===== config.mk =====
export PLATFORM = sky130hd
export DESIGN_NAME = mbox_tx_port
export DESIGN_NICKNAME = d
export VERILOG_FILES = /design/src/rtl/mbox_tx_port.sv
export SDC_FILE = /design/constraint.sdc
export NUM_CORES = 1
export LEC_CHECK = 0
export BUFFER_PORTS_ARGS = -buffer_cell sky130_fd_sc_hd__buf_2
export CORE_AREA = 2 2 247 249
export CTS_BUF_LIST = sky130_fd_sc_hd__clkbuf_8
export DETAILED_ROUTE_END_ITERATION = 6
export DIE_AREA = 0 0 249 251
export GPL_TIMING_DRIVEN = 0
export HOLD_SLACK_MARGIN = 0.03
export MAX_ROUTING_LAYER = met4
export PLACE_DENSITY = 0.68
export RECOVER_POWER = 100
export SLEW_MARGIN = 30
export SYNTH_ARGS = -nofsm -noshare
export SYNTH_HDL_FRONTEND = slang
export SYNTH_SLANG_ARGS = --single-unit

===== constraint.sdc =====
create_clock -name clk -period 6.9 [get_ports clk]
set_input_delay 1.38 -clock clk [delete_from_list [all_inputs] [get_ports clk]]
set_output_delay 1.38 -clock clk [all_outputs]
set_load 0.01 [all_outputs]

===== src/rtl/mbox_tx_port.sv =====
module mbox_tx_port #(
  parameter int DEPTH = 8,
  parameter int AW    = 6
) (
  input  logic          clk,
  input  logic          rst_n,
  input  logic          bus_wr,
  input  logic [AW-1:0] bus_addr,
  input  logic [31:0]   bus_wdata,
  output logic [31:0]   bus_rdata,
  output logic          irq,
  output logic          rmt_valid,
  output logic [2:0]    rmt_chan,
  output logic [63:0]   rmt_msg,
  input  logic          rmt_pop
);
  localparam int NCH = 8;
  localparam int PW  = (DEPTH > 1) ? $clog2(DEPTH) : 1;
  localparam int CW  = $clog2(DEPTH + 1);
  localparam logic [AW-1:0] A_ID   = AW'(6'h00);
  localparam logic [AW-1:0] A_LO   = AW'(6'h04);
  localparam logic [AW-1:0] A_HI   = AW'(6'h08);
  localparam logic [AW-1:0] A_TRIG = AW'(6'h0C);
  localparam logic [AW-1:0] A_CLR  = AW'(6'h10);
  localparam logic [AW-1:0] A_STS  = AW'(6'h14);
  localparam logic [AW-1:0] A_IRQ  = AW'(6'h18);
  localparam logic [AW-1:0] A_MSK  = AW'(6'h1C);

  logic [2:0]     sel_id;
  logic [31:0]    msg_lo, msg_hi;
  logic [2:0]     q_id  [DEPTH];
  logic [63:0]    q_msg [DEPTH];
  logic [PW-1:0]  rd_ptr, wr_ptr;
  logic [CW-1:0]  cnt;
  logic [NCH-1:0] dlv, ovf, busy;
  logic [DEPTH-1:0] occ;
  logic [2:0]     msk;
  logic           pend;

  logic push_req, full, push, drop, pop, fills, pend_set, pend_clr;
  logic [NCH-1:0] dlv_clr, ovf_clr;

  assign full     = (cnt == CW'(DEPTH));
  assign push_req = bus_wr && bus_addr == A_TRIG && bus_wdata[0];
  assign push     = push_req && !full;
  assign drop     = push_req && full;
  assign pop      = rmt_pop && cnt != '0;
  assign fills    = push && !pop && cnt == CW'(DEPTH - 1);
  assign pend_set = (pop && !msk[2]) || (drop && !msk[1]) || (fills && !msk[0]);
  assign pend_clr = bus_wr && bus_addr == A_IRQ && bus_wdata[0];
  assign dlv_clr  = (bus_wr && bus_addr == A_CLR) ? bus_wdata[23:16] : '0;
  assign ovf_clr  = (bus_wr && bus_addr == A_CLR) ? bus_wdata[15:8] : '0;

  assign rmt_valid = cnt != '0;
  assign rmt_chan  = q_id[rd_ptr];
  assign rmt_msg   = q_msg[rd_ptr];
  assign irq       = pend;

  function automatic logic [PW-1:0] nxt(input logic [PW-1:0] p);
    return (p == PW'(DEPTH - 1)) ? '0 : p + 1'b1;
  endfunction

  always_comb begin
    for (int i = 0; i < DEPTH; i++) begin
      int off;
      off = i - int'(rd_ptr);
      if (off < 0) off = off + DEPTH;
      occ[i] = off < int'(cnt);
    end
  end

  for (genvar c = 0; c < NCH; c++) begin : g_busy
    logic [DEPTH-1:0] hit;
    for (genvar i = 0; i < DEPTH; i++) begin : g_ent
      assign hit[i] = occ[i] && q_id[i] == 3'(c);
    end
    assign busy[c] = |hit;
  end

  always_ff @(posedge clk or negedge rst_n) begin
    if (!rst_n) begin
      sel_id <= '0;
      msg_lo <= '0;
      msg_hi <= '0;
      msk    <= 3'b111;
    end else if (bus_wr) begin
      if (bus_addr == A_ID)  sel_id <= bus_wdata[2:0];
      if (bus_addr == A_LO)  msg_lo <= bus_wdata;
      if (bus_addr == A_HI)  msg_hi <= bus_wdata;
      if (bus_addr == A_MSK) msk    <= bus_wdata[2:0];
    end
  end

  always_ff @(posedge clk or negedge rst_n) begin
    if (!rst_n) begin
      rd_ptr <= '0;
      wr_ptr <= '0;
      cnt    <= '0;
      for (int i = 0; i < DEPTH; i++) begin
        q_id[i]  <= '0;
        q_msg[i] <= '0;
      end
    end else begin
      if (push) begin
        q_id[wr_ptr]  <= sel_id;
        q_msg[wr_ptr] <= {msg_hi, msg_lo};
        wr_ptr        <= nxt(wr_ptr);
      end
      if (pop) rd_ptr <= nxt(rd_ptr);
      cnt <= cnt + CW'(push) - CW'(pop);
    end
  end

  always_ff @(posedge clk or negedge rst_n) begin
    if (!rst_n) begin
      dlv  <= '0;
      ovf  <= '0;
      pend <= 1'b0;
    end else begin
      dlv  <= (dlv & ~dlv_clr) | (pop ? NCH'(1) << rmt_chan : '0);
      ovf  <= (ovf & ~ovf_clr) | (drop ? NCH'(1) << sel_id : '0);
      pend <= pend_set || (pend && !pend_clr);
    end
  end

  always_comb begin
    unique case (bus_addr)
      A_ID:    bus_rdata = {29'b0, sel_id};
      A_LO:    bus_rdata = msg_lo;
      A_HI:    bus_rdata = msg_hi;
      A_STS:   bus_rdata = {8'b0, dlv, ovf, busy};
      A_IRQ:   bus_rdata = {31'b0, pend};
      A_MSK:   bus_rdata = {29'b0, msk};
      default: bus_rdata = '0;
    endcase
  end
endmodule


# Word level (Yosys, flattened, before mapping)
# Index checks and enable logic that the tools add are counted.
[word_totals] reg_bits=633 in_bits=42 output_inout_bits=101 elab_cells=279
[op_classes] n_addsub=20 order_cmp=19 n_eq_ne=67 shift=2 mux=27 bitwise=8 n_reduce_logical=110
[op_table] op="$bwmux W512" n=1
[op_table] op="$lt A32 B5 Y1" n=8
[op_table] op="$mux W32" n=8
[op_table] op="$bmux W64 S3" n=1
[op_table] op="$demux W64 S3" n=1
[op_table] op="$mux W64" n=3
[op_table] op="$pmux W32 S6" n=1
[op_table] op="$eq A3 B3 Y1 const B" n=34
[op_table] op="$logic_and A1 B1 Y1" n=79
[op_table] op="$reduce_or A8 Y1" n=8
[op_table] op="$add A4 B5 Y6 const B" n=8
[op_table] op="$eq A3 B2 Y1 const B" n=16
[op_table] op="$lt A4 B1 Y1 const B" n=9
[op_table] op="$mux W8" n=4
[op_table] op="$bwmux W24" n=1
[op_table] op="$eq A3 B1 Y1 const B" n=8
[op_table] op="$eq A6 B5 Y1 const B" n=4
[op_table] op="$logic_not A3 Y1" n=8
[op_table] op="$and A8 B8 Y8" n=2
[op_table] op="$not A8 Y8" n=2
[op_table] op="$or A8 B8 Y8" n=2
[op_table] op="$shl A1 B3 Y8 const A" n=2
[op_table] op="$sub A3 B3 Y4 const A" n=4
[op_table] op="$mux W3" n=5
[op_table] op="other kinds (18)" n=34

# Depth between registers and ports, before layout
[depth] depth_word=9 depth_mapped=13 depth_no_buf=11

# Worst setup path before layout
# OpenSTA, ideal clock, no wires.
[synth_path] kind="flip-flop to output port" startpoint="register rd_ptr[1]" endpoint="output bus_rdata[1]" arrival_time_ps=2892 required_time_ps=5520 slack_ps=2628 stages_incl_launch_ff=13 path_buffers=3 path_cell_list="dfrtp_1 -> clkbuf_1 -> clkbuf_1 -> clkbuf_1 -> xor2_1 -> inv_1 -> ha_1 -> or3b_2 -> a2bb2oi_1 -> or3_1 -> o31ai_1 -> o41ai_1 -> o221ai_1"
[synth_between] elab_chain_cells=7 elab_cells_between_ends=50 cone_classes="16 x add/sub; 16 x order compare; 9 x mux; 9 x reduce/logical"
[synth_lines] item="start, declared" line="33" rtl="logic [PW-1:0] rd_ptr, wr_ptr;"
[synth_lines] item="start signal, assigned" line="109" rtl="if (pop) rd_ptr <= nxt(rd_ptr);"
[synth_lines] item="$sub A1 B3 Y4, or another cell as far along" line="66" rtl="off = i - int'(rd_ptr);"
[synth_lines] item="$add A4 B5 Y6 / $lt A4 B1 Y1 (equally long branches)" line="67" rtl="if (off < 0) off = off + DEPTH;"
[synth_lines] item="$mux W32" line="67"
[synth_lines] item="$lt A32 B5 Y1" line="68" rtl="occ[i] = off < int'(cnt);"
[synth_lines] item="$logic_and A1 B1 Y1" line="75" rtl="assign hit[i] = occ[i] && q_id[i] == 3'(c);"
[synth_lines] item="$reduce_or A8 Y1 *" line="77" rtl="assign busy[c] = |hit;"
[synth_lines] item="$pmux W32 S6 *" line="127" rtl="unique case (bus_addr)"
[synth_lines] item="end, declared" line="10" rtl="output logic [31:0] bus_rdata,"
# Mark *: on every way between the ends. The rest lies on a longest branch, timed or not.

# Worst setup path in the final report
[layout_path] startpoint="register rd_ptr[1]" endpoint="output bus_rdata[2]"
# Same word-level chain as after synthesis.

==> impl_metrics.yaml <==
die:
  dieHeight_um: 251
  die_area_um2: 62500
  die_w_um: 249
  num_io_pins: 143
  start_util_pct: 49.40
  coreArea_um2: 59790
  num_rows: 90
timing:
  clock.fmax_mhz: 150.2
  finalSetupViolCount: 0
  fin_worst_skew_ns: 0.03778
  fin_crit_sh_pct: 96.52
  holdWs_ns: 0.4893
  rsz0062_at_grt: "no"
  maxSlewViolCount: 182
  hold_viol: 0
  slew_headroom_pct: -167.8
  fin_crit_ns: 6.660
  fin_setup_tns_ns: 0
  tightest_slew_ns: 4.017
  setup_slack_ns: 0.2404
placed_design:
  place_hpwl_um: 58430
  post-place-ws_ns: 0.6461
  gp_congestion: 0.9100
  numPortBuffers: 142
clocking:
  cts_setup_buffers: 0
  cts_root_buffer: "clkbuf_8"
  cts_num_sinks: 633
  clkTransAtPathRegs_ns: 0.06
  clock_path_buffers: 3
  numCtsBuffers: 103
  clk_latency_ns: 0.73
  h-tree-depth: 3
  cts_tree: "built"
setup_path:
  slowest_delay_ns: 0.67
  crit_type: "reg -> out"
  crit_slowest_cell: "clkbuf_1"
  critPathLaunchType: "register"
  rrSetupSlack_ns: 2.62
  worst_setup_path_end_kind: "output pin"
  rr_endpoint: "q_msg[109]"
  cp_max_fo: 10
  critPathArrivalTime_ns: 5.28
  timing.rr.start: "cnt[2]"
  required_ns: 5.52
  worstPathCellList: "clkbuf_1, clkbuf_2, clkbuf_2, xor2_1, inv_1, ha_1, o21bai_1, a21oi_1, o32ai_1, o41ai_1, o221ai_1, clkbuf_1"
  ff2ff_path_depth: 10
hold_path:
  holdPathStages: 2
  hp-start: "dlv[1]"
  holdPathEnd: "dlv[1]"
  hold_class: "reg -> reg"
yosys:
  synthTopCellsByArea: "dfrtp_1 (53%), mux2_2 (23%), mux4_2 (10%)"
  syn-instance-count: 2108
  avgSynthCellArea_um2: 14.01
  seq_area_frac_synth_pct: 53.64
  synth_ff_type: "dfrtp_1"
  synthArstFlopShare_pct: 100.0
  ys_types: 57
  synth-edff-count: 0
  ys_seq_elements: 633
  synth.top_cell.area_share_pct: 53.37
  synth_area_leader_cell: "dfrtp_1"
  syn-num-nets: 2177
  synth_area_um2: 29540
  ys_warn_count: 0
route:
  drc: 0
  via_per_inst: 5.942
  ant_nets: 0
  wl_um: 83700
  first_pass_iters: 7
  wl_per_cell_um: 25.86
  num_vias: 19230
  drt_iter0_drc: 1626
finish:
  drive_above_1_share_pct: 39.29
  area_growth_pct: 12.57
  fillers: 4996
  nets: 2431
global_routing:
  grt_pass1_wl_um: 125800
  grt_pass1_vias: 19890
  grt-ovfl-total: 0
  grt_usage_pct: 27.78
  grt_max_degree: 95
  antenna_found_initial: 8
power_and_ir_drop:
  power_density_nw_per_um2: 282.6
  irDropWorstVdd_v: 0.0001643
  power.leakage_nw: 16.42
status:
  violations: "max-capacitance violations, max-slew violations"
  status: "complete, but fails checks"
run:
  cap_violations: 3
==> cells by family (layout without fill, tap and decap cells) <==
kind of cell               Yosys count  in the layout  share of synthesized area (%)
muxes                              740            740                          33.28
buffers and inverters              231            569                          3.363
other                                0              8                              0
DFF                                633            633                          53.64
adders and majority gates           27             27                          1.169
AOI/OAI and AO/OA                  136            136                          3.448
xor gates and xnor gates             4              4                         0.1186
and+or+nand+nor                    337            337                          4.981
==> cell usage after synthesis (all sizes together), types with 9 or more instances <==
library cell and instances:
dfrtp 630, mux2 598, nand2 252, mux4 134, buf 119, clkbuf 67, inv 45, ha 26
a21oi 19, nor2 19, o21ai 17, a222oi 16, o22ai 15, nand2b 14, o32ai 11, a32o 10
nor2b 10, nor4 10, o31ai 10, a22o 9
==> per-stage QoR <==
stage / std cells / cell area (µm²) / utilization (%) / total power [mW]
final: 3236 / 33250 / 55.61 / 9.396
after global routing: 3235 / 33250 / 55.61 / 9.787
after CTS: 3228 / 33570 / 56.14 / 9.467
after detailed placement: 3039 / 31440 / 52.58 / 6.140
after global placement: 3032 / 31230 / 52.23 / 6.084
after floorplan: 2108 / 29540 / - / 5.297
==> cells in the final DEF (no fill, tap or decap), types with 4 or more instances in the layout <==
cell      synthesis  routed
o32ai_1          11      11
clkbuf_1         51     211
and3_1            4       4
a32o_1           10      10
nand2_1         251     252
clkinv_2          0       7
nor4_1           10      10
inv_1            44      89
dfrtp_1         630     630
nor2b_1          10      10
a22o_1            9       9
o21bai_1          5       5
mux2i_1           8       8
nand2b_1         14      14
o31ai_1          10      10
mux2_2          598     598
nand4_1           4       4
a22oi_1           7       7
diode_2           0       8
nand3_1           4       4
a21oi_1          19      19
a222oi_1         16      16
ha_1             26      26
mux4_2          134     134
clkbuf_2         16      22
o22ai_1          15      15
nor2_1           19      19
buf_2            52      49
o21ai_0          17      17
clkbuf_8          0     127
buf_1            56      46
==> worst max path at each step <==
stage | start | end | slack, ns
CTS | rd_ptr[1] | bus_rdata[2] | 0.07
global placement | rst_n | q_msg[339] | -8.21
finish | rd_ptr[1] | bus_rdata[2] | 0.24
floorplan | rd_ptr[1] | bus_rdata[1] | 2.63
global route | rst_n | q_msg[408] | 0.04
detailed placement | rd_ptr[1] | bus_rdata[2] | 0.65
==> registers in the layout (all words and copies together) (netlist names) <==
name	flops
dlv	8
irq	1
ovf	8
msk	3
rd_ptr	3
sel_id	3
cnt	4
q_msg	512
wr_ptr	3
msg_lo	32
msg_hi	32
q_id	24
==> repair_timing <==
item,4_1_cts,5_1_grt
hold buffers,0,0
endpoints found under the setup margin,2,3
gates resized for setup,1,2
pin swaps,0,0
==> where the power goes <==
part | leakage (nW) | switching [mW] | internal (mW)
Sequential | 8.71 | 0.0700 | 3.83
Combinational | 6.45 | 1.47 | 0.697
Clock | 1.25 | 1.55 | 1.78
==> critical path, delay by kind of cell (launching register included) <==
kind            cells  cell delay [ns]
compound gates      5             1.75
buf+inv             5             1.87
fa+ha+maj           1             0.27
flops               1             0.39
xor+xnor            1             0.25
==> layout make-up <==
cell class | count | area [µm²] | area share [%]
Multi-Input combinational cell | 1244 | 12680 | 38.13
Clock buffer | 127 | 1748 | 5.256
Sequential cell | 633 | 15840 | 47.65
Buffer | 186 | 730.7 | 2.197
Antenna cell | 8 | 20.02 | 0.06020
Clock inverter | 62 | 380.4 | 1.144
Timing Repair Buffer | 149 | 703.2 | 2.115
Tap cell | 782 | 978.4 | 2.942
Inverter | 45 | 168.9 | 0.5080
==> layer usage <==
layer | global-route usage (%) | routed length, µm | up-vias
met5 | - | 0 | -
met4 | 9.974 | 2879 | 0
met3 | 5.912 | 5438 | 159
met2 | 41.77 | 38920 | 662
met1 | 37.59 | 36460 | 10220
li1 | - | - | 8188
Power figures use the tool's default switching activity.
